==> src/rtl/pipe_mul_pkg.sv <==
package pipe_mul_pkg;
   // default shape of the multiplier
   localparam int unsigned DEF_OPW  = 16;
   localparam int unsigned DEF_NSTG = 4;

   // output width variants
   typedef enum logic {
      OUT_NARROW = 1'b0,
      OUT_WIDE   = 1'b1
   } out_mode_e;
endpackage

==> src/rtl/pipe_mul_stage.sv <==
module pipe_mul_stage #(
   parameter int unsigned OPW  = 16,
   parameter int unsigned NSTG = 4,
   parameter int unsigned IDX  = 0
) (
   input  logic               clk,
   input  logic               rst,
   input  logic               in_vld,
   input  logic [2*OPW-1:0]   in_mcand,
   input  logic [OPW-1:0]     in_mplier,
   input  logic [2*OPW-1:0]   in_psum,
   output logic               out_vld,
   output logic [2*OPW-1:0]   out_mcand,
   output logic [OPW-1:0]     out_mplier,
   output logic [2*OPW-1:0]   out_psum
);
   localparam int unsigned SLW  = OPW / NSTG;
   localparam int unsigned PW   = 2 * OPW;
   localparam int unsigned LEFT = OPW - (IDX + 1) * SLW;

   logic [SLW-1:0] slice;
   logic [PW-1:0]  slice_prod;

   assign slice      = in_mplier[SLW-1:0];
   assign slice_prod = in_mcand * {{(PW-SLW){1'b0}}, slice};

   always_ff @(posedge clk) begin
      if (rst) begin
         out_vld    <= 1'b0;
         out_mcand  <= '0;
         out_mplier <= '0;
         out_psum   <= '0;
      end else begin
         out_vld    <= in_vld;
         out_mcand  <= in_mcand << SLW;
         out_mplier <= in_mplier >> SLW;
         out_psum   <= in_psum + slice_prod;
      end
   end

   // the running sum only grows as it moves down the chain
   p_psum_grows_r3: assert property (@(posedge clk) disable iff (rst)
      (out_vld && $past(in_vld)) |-> (out_psum >= $past(in_psum)))
      else $error("stage %0d: partial sum decreased", IDX);

   // the consumed top bits of the multiplier are zero
   p_mplier_drain_r2: assert property (@(posedge clk) disable iff (rst)
      out_vld |-> ((out_mplier >> LEFT) == '0))
      else $error("stage %0d: multiplier not drained", IDX);
endmodule

==> src/rtl/pipe_mul_trim.sv <==
module pipe_mul_trim #(
   parameter int unsigned OPW   = 16,
   parameter int unsigned OUT_W = 32
) (
   input  logic [2*OPW-1:0] full,
   output logic [OUT_W-1:0] res
);
   generate
      if (OUT_W == 2 * OPW) begin : g_wide
         assign res = full;
      end else if (OUT_W == OPW) begin : g_narrow
         assign res = full[OPW-1:0];
      end else begin : g_bad
         $error("pipe_mul_trim: OUT_W must be OPW or 2*OPW");
      end
   endgenerate
endmodule

==> src/rtl/pipe_mul.sv <==
module pipe_mul #(
   parameter int unsigned OPW      = pipe_mul_pkg::DEF_OPW,
   parameter int unsigned NSTG     = pipe_mul_pkg::DEF_NSTG,
   parameter bit          WIDE_OUT = 1'b1,
   parameter int unsigned OUT_W    = WIDE_OUT ? 2 * OPW : OPW
) (
   input  logic             clk,
   input  logic             rst,
   input  logic             start,
   input  logic [OPW-1:0]   opa,
   input  logic [OPW-1:0]   opb,
   output logic [OUT_W-1:0] prod,
   output logic             done
);
   localparam int unsigned PW  = 2 * OPW;
   localparam int unsigned CNW = $clog2(NSTG + 2) + 1;

   // elaboration checks on the shape
   generate
      if (NSTG == 0 || (OPW % NSTG) != 0) begin : g_bad_split
         $error("pipe_mul: OPW must be a nonzero multiple of NSTG");
      end
      if (OUT_W != (WIDE_OUT ? 2 * OPW : OPW)) begin : g_bad_out
         $error("pipe_mul: OUT_W does not match WIDE_OUT");
      end
   endgenerate

   // chain links: index k feeds stage k
   logic [NSTG:0]           vld_c;
   logic [PW-1:0]           mcand_c  [NSTG+1];
   logic [OPW-1:0]          mplier_c [NSTG+1];
   logic [PW-1:0]           psum_c   [NSTG+1];

   assign vld_c[0]    = start;
   assign mcand_c[0]  = {{OPW{1'b0}}, opa};
   assign mplier_c[0] = opb;
   assign psum_c[0]   = '0;

   generate
      for (genvar k = 0; k < NSTG; k++) begin : g_stage
         pipe_mul_stage #(
            .OPW  (OPW),
            .NSTG (NSTG),
            .IDX  (k)
         ) u_stage (
            .clk        (clk),
            .rst        (rst),
            .in_vld     (vld_c[k]),
            .in_mcand   (mcand_c[k]),
            .in_mplier  (mplier_c[k]),
            .in_psum    (psum_c[k]),
            .out_vld    (vld_c[k+1]),
            .out_mcand  (mcand_c[k+1]),
            .out_mplier (mplier_c[k+1]),
            .out_psum   (psum_c[k+1])
         );
      end
   endgenerate

   pipe_mul_trim #(
      .OPW   (OPW),
      .OUT_W (OUT_W)
   ) u_trim (
      .full (psum_c[NSTG]),
      .res  (prod)
   );

   assign done = vld_c[NSTG];

   // in-flight tracker used only by the checks below
   logic [CNW-1:0] inflight;
   always_ff @(posedge clk) begin
      if (rst) inflight <= '0;
      else     inflight <= inflight + CNW'(start) - CNW'(done);
   end

   // the chain never holds more than NSTG operations
   p_inflight_bound_r7: assert property (@(posedge clk) disable iff (rst)
      inflight <= CNW'(NSTG))
      else $error("pipe_mul: too many operations in flight");

   // a result only appears for an operation that was issued
   p_done_needs_issue_r5: assert property (@(posedge clk) disable iff (rst)
      done |-> (inflight != '0))
      else $error("pipe_mul: done without an issued operation");

   // reset empties the output stage by the next edge
   p_reset_clears_r6: assert property (@(posedge clk)
      rst |=> !done)
      else $error("pipe_mul: done high after reset");
endmodule

==> config.mk <==
export PLATFORM = sky130hd
export DESIGN_NAME = pipe_mul
export DESIGN_NICKNAME = d
export VERILOG_FILES = /design/src/rtl/pipe_mul_pkg.sv /design/src/rtl/pipe_mul_stage.sv /design/src/rtl/pipe_mul_trim.sv /design/src/rtl/pipe_mul.sv
export SDC_FILE = /design/constraint.sdc
export NUM_CORES = 1
export LEC_CHECK = 0
export BUFFER_PORTS_ARGS = -buffer_cell sky130_fd_sc_hd__buf_2
export CAP_MARGIN = 20
export CORE_AREA = 2 2 181 183
export CTS_BUF_LIST = sky130_fd_sc_hd__clkbuf_16
export CTS_CLUSTER_SIZE = 24
export DETAILED_ROUTE_END_ITERATION = 10
export DIE_AREA = 0 0 183 185
export GPL_TIMING_DRIVEN = 0
export SYNTH_ARGS = -nofsm -noshare
export SYNTH_HDL_FRONTEND = slang
export SYNTH_SLANG_ARGS = --single-unit
==> constraint.sdc <==
create_clock -name clk -period 4.9 [get_ports clk]
set_clock_uncertainty 0.05 [all_clocks]
set_input_delay 0.245 -clock clk [delete_from_list [all_inputs] [get_ports clk]]
set_output_delay 0.245 -clock clk [all_outputs]
set_load 0.02 [all_outputs]
Word-level counts from Yosys, hierarchy flattened
Index checks and enable logic that the tools add are counted.
Word-level totals
  flip-flop bits (word level): 252
  input bits: 35
  output and inout bits: 33
Cells by class
  add/sub/neg operators: 3
  multipliers: 4
Operators by type and width (count)
  32-bit adder: 3
  32-bit by 4-bit multiplier with 32-bit output: 3
  16-bit by 4-bit multiplier with 20-bit output: 1

Logic depth before layout (Yosys ltp)
  depth after elaboration: 2
  gate-level depth with buffers: 16
  mapped depth without buffers: 14

By module
From an unflattened synthesis, not the netlist that was laid out.
Second synthesis, totals
  cells, all modules: 3100
  area total of the unflattened synthesis: 27251.1 um^2
By module, submodules not included
  pipe_mul_stage at g_stage[1].u_stage: instances 1, cells each 780, area each 6827.8 um^2, sequential area each 1461.4 um^2
  pipe_mul_stage at g_stage[0].u_stage: instances 1, cells each 766, area each 6747.7 um^2, sequential area each 1461.4 um^2
  pipe_mul_stage at g_stage[3].u_stage: instances 1, cells each 754, area each 6722.7 um^2, sequential area each 1461.4 um^2
  pipe_mul_stage at g_stage[2].u_stage: instances 1, cells each 767, area each 6708.9 um^2, sequential area each 1461.4 um^2
  pipe_mul_trim: instances 1, cells each 32, area each 240.2 um^2, sequential area each 0.0 um^2
  pipe_mul: instances 1, cells each 1, area each 3.8 um^2, sequential area each 0.0 um^2

Worst setup path after synthesis
Ideal clock, no wire load.
  path type: reg2reg
  start point: reg g_stage[1].u_stage.out_mplier[2]
  end point: reg g_stage[2].u_stage.out_psum[27]
  setup time: 0.127 ns
  arrival: 3.936 ns
  required time: 4.723 ns
  slack: 0.787 ns
  cell stages (with the launch flop): 16
  buffers on the path: 2
  period minus slack after synthesis: 4.113 ns
  cells stage by stage: dfxtp_1 clkbuf_1 and2_1 fa_1 fa_1 inv_1 fa_1 inv_1 ha_1 clkbuf_1 a21o_1 a21oi_1 o21ai_0 a221o_1 o21ai_0 or3b_1
On the way
  word-level cells in the longest chain between the ends: 2
RTL lines
  start: declaration: line pipe_mul_stage.sv:14  | output logic [OPW-1:0] out_mplier,
  start signal: assignment: line pipe_mul_stage.sv:36  | out_mplier <= in_mplier >> SLW;
  32-bit by 4-bit multiplier with 32-bit output: line pipe_mul_stage.sv:25  | assign slice_prod = in_mcand * {{(PW-SLW){1'b0}}, slice};
  32-bit adder: line pipe_mul_stage.sv:37  | out_psum <= in_psum + slice_prod;
  end signal: assignment: line pipe_mul_stage.sv:37
  end: declaration: line pipe_mul_stage.sv:15  | output logic [2*OPW-1:0] out_psum
No other way between the ends.
A chain may end at the register's enable or synchronous reset.

Final worst setup path
  start point: reg g_stage[2].u_stage.out_mplier[1]
  end point: reg g_stage[3].u_stage.out_psum[31]
On the way
  word-level cells in the longest chain between the ends: 2
RTL lines (line)
  start: declaration: pipe_mul_stage.sv:14
  start signal: assignment: pipe_mul_stage.sv:36
  32-bit by 4-bit multiplier with 32-bit output: pipe_mul_stage.sv:25
  32-bit adder: pipe_mul_stage.sv:37
  end signal: assignment: pipe_mul_stage.sv:37
  end: declaration: pipe_mul_stage.sv:15
No other way between the ends.

==> results.py <==
metrics = {
    "status": {
        "status": "completed",
    },
    "detailed_routing": {
        "avgViaCountPerCell": 4.826,
        "num_vias": 10030,
        "ant_nets": 0,
        "post-route-drc-count": 0,
        "first_pass_iters": 4,
        "routed_wl_um": 29480,
        "wl_per_cell_um": 14.19,
        "drtIter0Drc": 305,
    },
    "setup_path": {
        "critPathMaxFanout": 10,
        "cp.required_ns": 5.18,
        "critPathArrivalTime_ns": 4.94,
        "worstSetupPathType": "reg2reg",
        "ff2ff_setup_slack_ns": 0.24,
        "start_kind": "flop",
        "setup.worst_path.end_class": "flop",
    },
    "logic_synthesis": {
        "yosysUniqueCellTypes": 57,
        "yosysWarningCount": 0,
        "synth-edff-count": 0,
        "synth.cell_area_mm2": 0.01421,
        "postSynthCellCount": 1560,
        "dominantRegCellSynth": "dfxtp_1",
        "syn_avg_cell_area_um2": 9.107,
        "ys_ff_latch": 182,
        "ys_seq_area_frac": 0.2565,
        "syn-num-nets": 1866,
        "async_flop_share": 0,
    },
    "pwr": {
        "p_sw_w": 0.001416,
        "p_leak_nw": 7.901,
        "p_clk_frac": 0.329,
        "pwr-share-seq": 0.399,
        "p_int_w": 0.002847,
        "ir_worst_vdd_mv": 0.2060,
        "swShare": 0.3322,
        "p_per_area_mw_per_mm2": 269.7,
        "power_w": 0.004263,
        "combPwrFrac": 0.272,
    },
    "place": {
        "dpl_cell_area_mm2": 0.01505,
        "io_buffers": 66,
        "gp_congestion": 0.8664,
        "dpl.hpwl_um": 24420,
    },
    "grt": {
        "overflow": 0,
        "grt_max_degree": 20,
        "grt_pass1_wl_um": 49750,
        "gr-usage-all-layers": 0.1847,
        "grt_pass1_vias": 10440,
        "antenna_found_initial": 0,
    },
    "sta": {
        "hold_viol": 0,
        "relSlewSlack": 0.3153,
        "fmax_mhz": 214.7,
        "setup_viol": 0,
        "timing.final.crit_share": 0.9507,
        "rsz0062_at_grt": "false",
        "post-route-min-period_ns": 4.658,
        "worstMarginPinSlew_ns": 1.027,
        "drv_slew": 0,
    },
    "cts": {
        "cts_root_buffer": "clkbuf_16",
        "clockBufferDepth": 2,
        "cts.sinks": 182,
        "numCtsBuffers": 17,
        "cts_tree": "built",
        "cts.clk_slew.worst_paths_ns": 0.07,
        "clk_latency_ns": 0.44,
        "htreeDepth": 4,
    },
    "floorplan": {
        "coreArea_mm2": 0.03204,
        "pin_count": 68,
        "rows": 66,
        "die_x_um": 183,
        "die-area_mm2": 0.03386,
        "dieHeight_um": 185,
        "initial_core_util": 0.4434,
    },
    "layout": {
        "postLayoutCellArea_mm2": 0.01581,
        "drive_above_1_share": 0.07904,
        "synthToLayoutAreaGrowth_pct": 11.26,
        "diodes": 0,
        "final_net_count": 1964,
        "fillCellCount": 3067,
    },
    "min_path": {
        "min_path_type": "in2reg",
    },
    "job": {
        "drv_cap": 0,
    },
}
critical path: stages (launching register included):
cell and delay, ns:
dfxtp_1 0.50, clkbuf_2 0.28, nand2_1 0.12, fa_1 0.56, fa_1 0.43, fa_1 0.49
inv_1 0.04, ha_1 0.33, a211oi_1 0.27, o21ai_0 0.24, o2111ai_2 0.38, nand2_1 0.18
a41oi_1 0.33, mux2_2 0.36
metal layers:
| metal | global-route usage | share of wire |
|---|---|---|
| met1 | 0.2192 | 0.45 |
| met2 | 0.3447 | 0.52 |
| met3 | 0.02458 | 0.021 |
| met4 | 0.05888 | 0.016 |
| met5 | 0 | 0 |
power by group through the flow:
| stage | registers (W) | clock network [W] | logic (W) |
|---|---|---|---|
| global placement | 0.00173 | 0 | 0.00114 |
| detailed placement | 0.00174 | 0 | 0.00115 |
| floorplan | 0.00173 | 0 | 0.000880 |
| CTS | 0.00170 | 0.00143 | 0.00117 |
| finish | 0.00170 | 0.00140 | 0.00116 |
| global route | 0.00172 | 0.00150 | 0.00133 |
sequential cells by signal (all words and copies together) (netlist names):
name,count
g_stage.u_stage.out_mcand,48
g_stage.u_stage.out_vld,4
g_stage.u_stage.out_psum,106
g_stage.u_stage.out_mplier,24
cells in the final DEF, fill, tap and decap left out, types with 32 or more instances in the layout:
cell type	synthesis	layout
nor2_1	78	78
ha_1	112	112
fa_1	159	159
clkbuf_1	44	35
nand2_1	94	94
a21oi_1	48	48
o21ai_0	33	32
a21o_1	32	32
and2_1	200	200
nor2b_1	127	127
buf_2	0	67
dfxtp_1	182	179
inv_1	261	261
final cells by class:
type	count	area (um^2)	share of cell area
well taps	408	510.5	0.03229
clock buffers	17	425.4	0.02691
multi-input cells	1071	9424	0.5962
inverters	261	979.7	0.06198
flip-flops and latches	182	3647	0.2307
clock inverters	14	178.9	0.01132
plain buffers	46	183.9	0.01164
repair buffers	79	457.9	0.02897
cell usage after synthesis (28+ instances only):
library cell	count	area share
nor2b_1	127	0.056
o21ai_0	33	0.012
a21oi_1	48	0.017
a21o_1	32	0.017
xnor2_1	28	0.017
and2_1	200	0.088
dfxtp_1	182	0.26
nor2_1	78	0.021
fa_1	159	0.22
ha_1	112	0.099
inv_1	261	0.069
nand2_1	94	0.025
clkbuf_1	44	0.012
path summary, 6_finish.rpt:
kind | startpoint | to | cells past startpoint
max | g_stage[2].u_stage.out_mplier[1] | g_stage[3].u_stage.out_psum[31] | 13
min | opb[15] | g_stage[0].u_stage.out_mplier[11] | 2
max reg2reg | g_stage[2].u_stage.out_mplier[1] | g_stage[3].u_stage.out_psum[31] | 13
min reg2reg | g_stage[0].u_stage.out_mplier[11] | g_stage[1].u_stage.out_mplier[7] | 1
logic make-up (layout without fill, tap and decap cells):
family / after synthesis / after routing / share of synthesized area
adder cells (fa/ha/maj): 271 / 271 / 0.3227
AND/OR/NAND/NOR: 553 / 553 / 0.2125
buffers and inverters: 307 / 417 / 0.08111
AO/OA/AOI/OAI: 188 / 188 / 0.08877
flip-flops: 182 / 182 / 0.2565
XOR/XNOR: 47 / 47 / 0.02897
multiplexers: 12 / 12 / 0.009511
metrics by stage:
step	hold slack [ns]	util	TNS (ns)	std cells	setup slack, ns
after global placement	0.3672	0.4697	-0.07406	2034	-0.04944
after global routing	0.02405	0.4934	0	2078	0.02870
after floorplan	0.3167	-	0	1560	0.7870
final	0.01976	0.4934	0	2078	0.2418
after CTS	0.005512	0.4925	0	2077	0.005700
after detailed placement	0.3745	0.4697	-0.2010	2034	-0.1356
repair_timing:
action,in CTS,in global routing
buffers inserted,0,1
hold buffers,12,0
hold endpoints to repair,12,0
pin swaps,0,1
endpoints found under the setup margin,3,10
gates resized for setup,3,21
No activity file was read; power rests on OpenSTA's default activity.
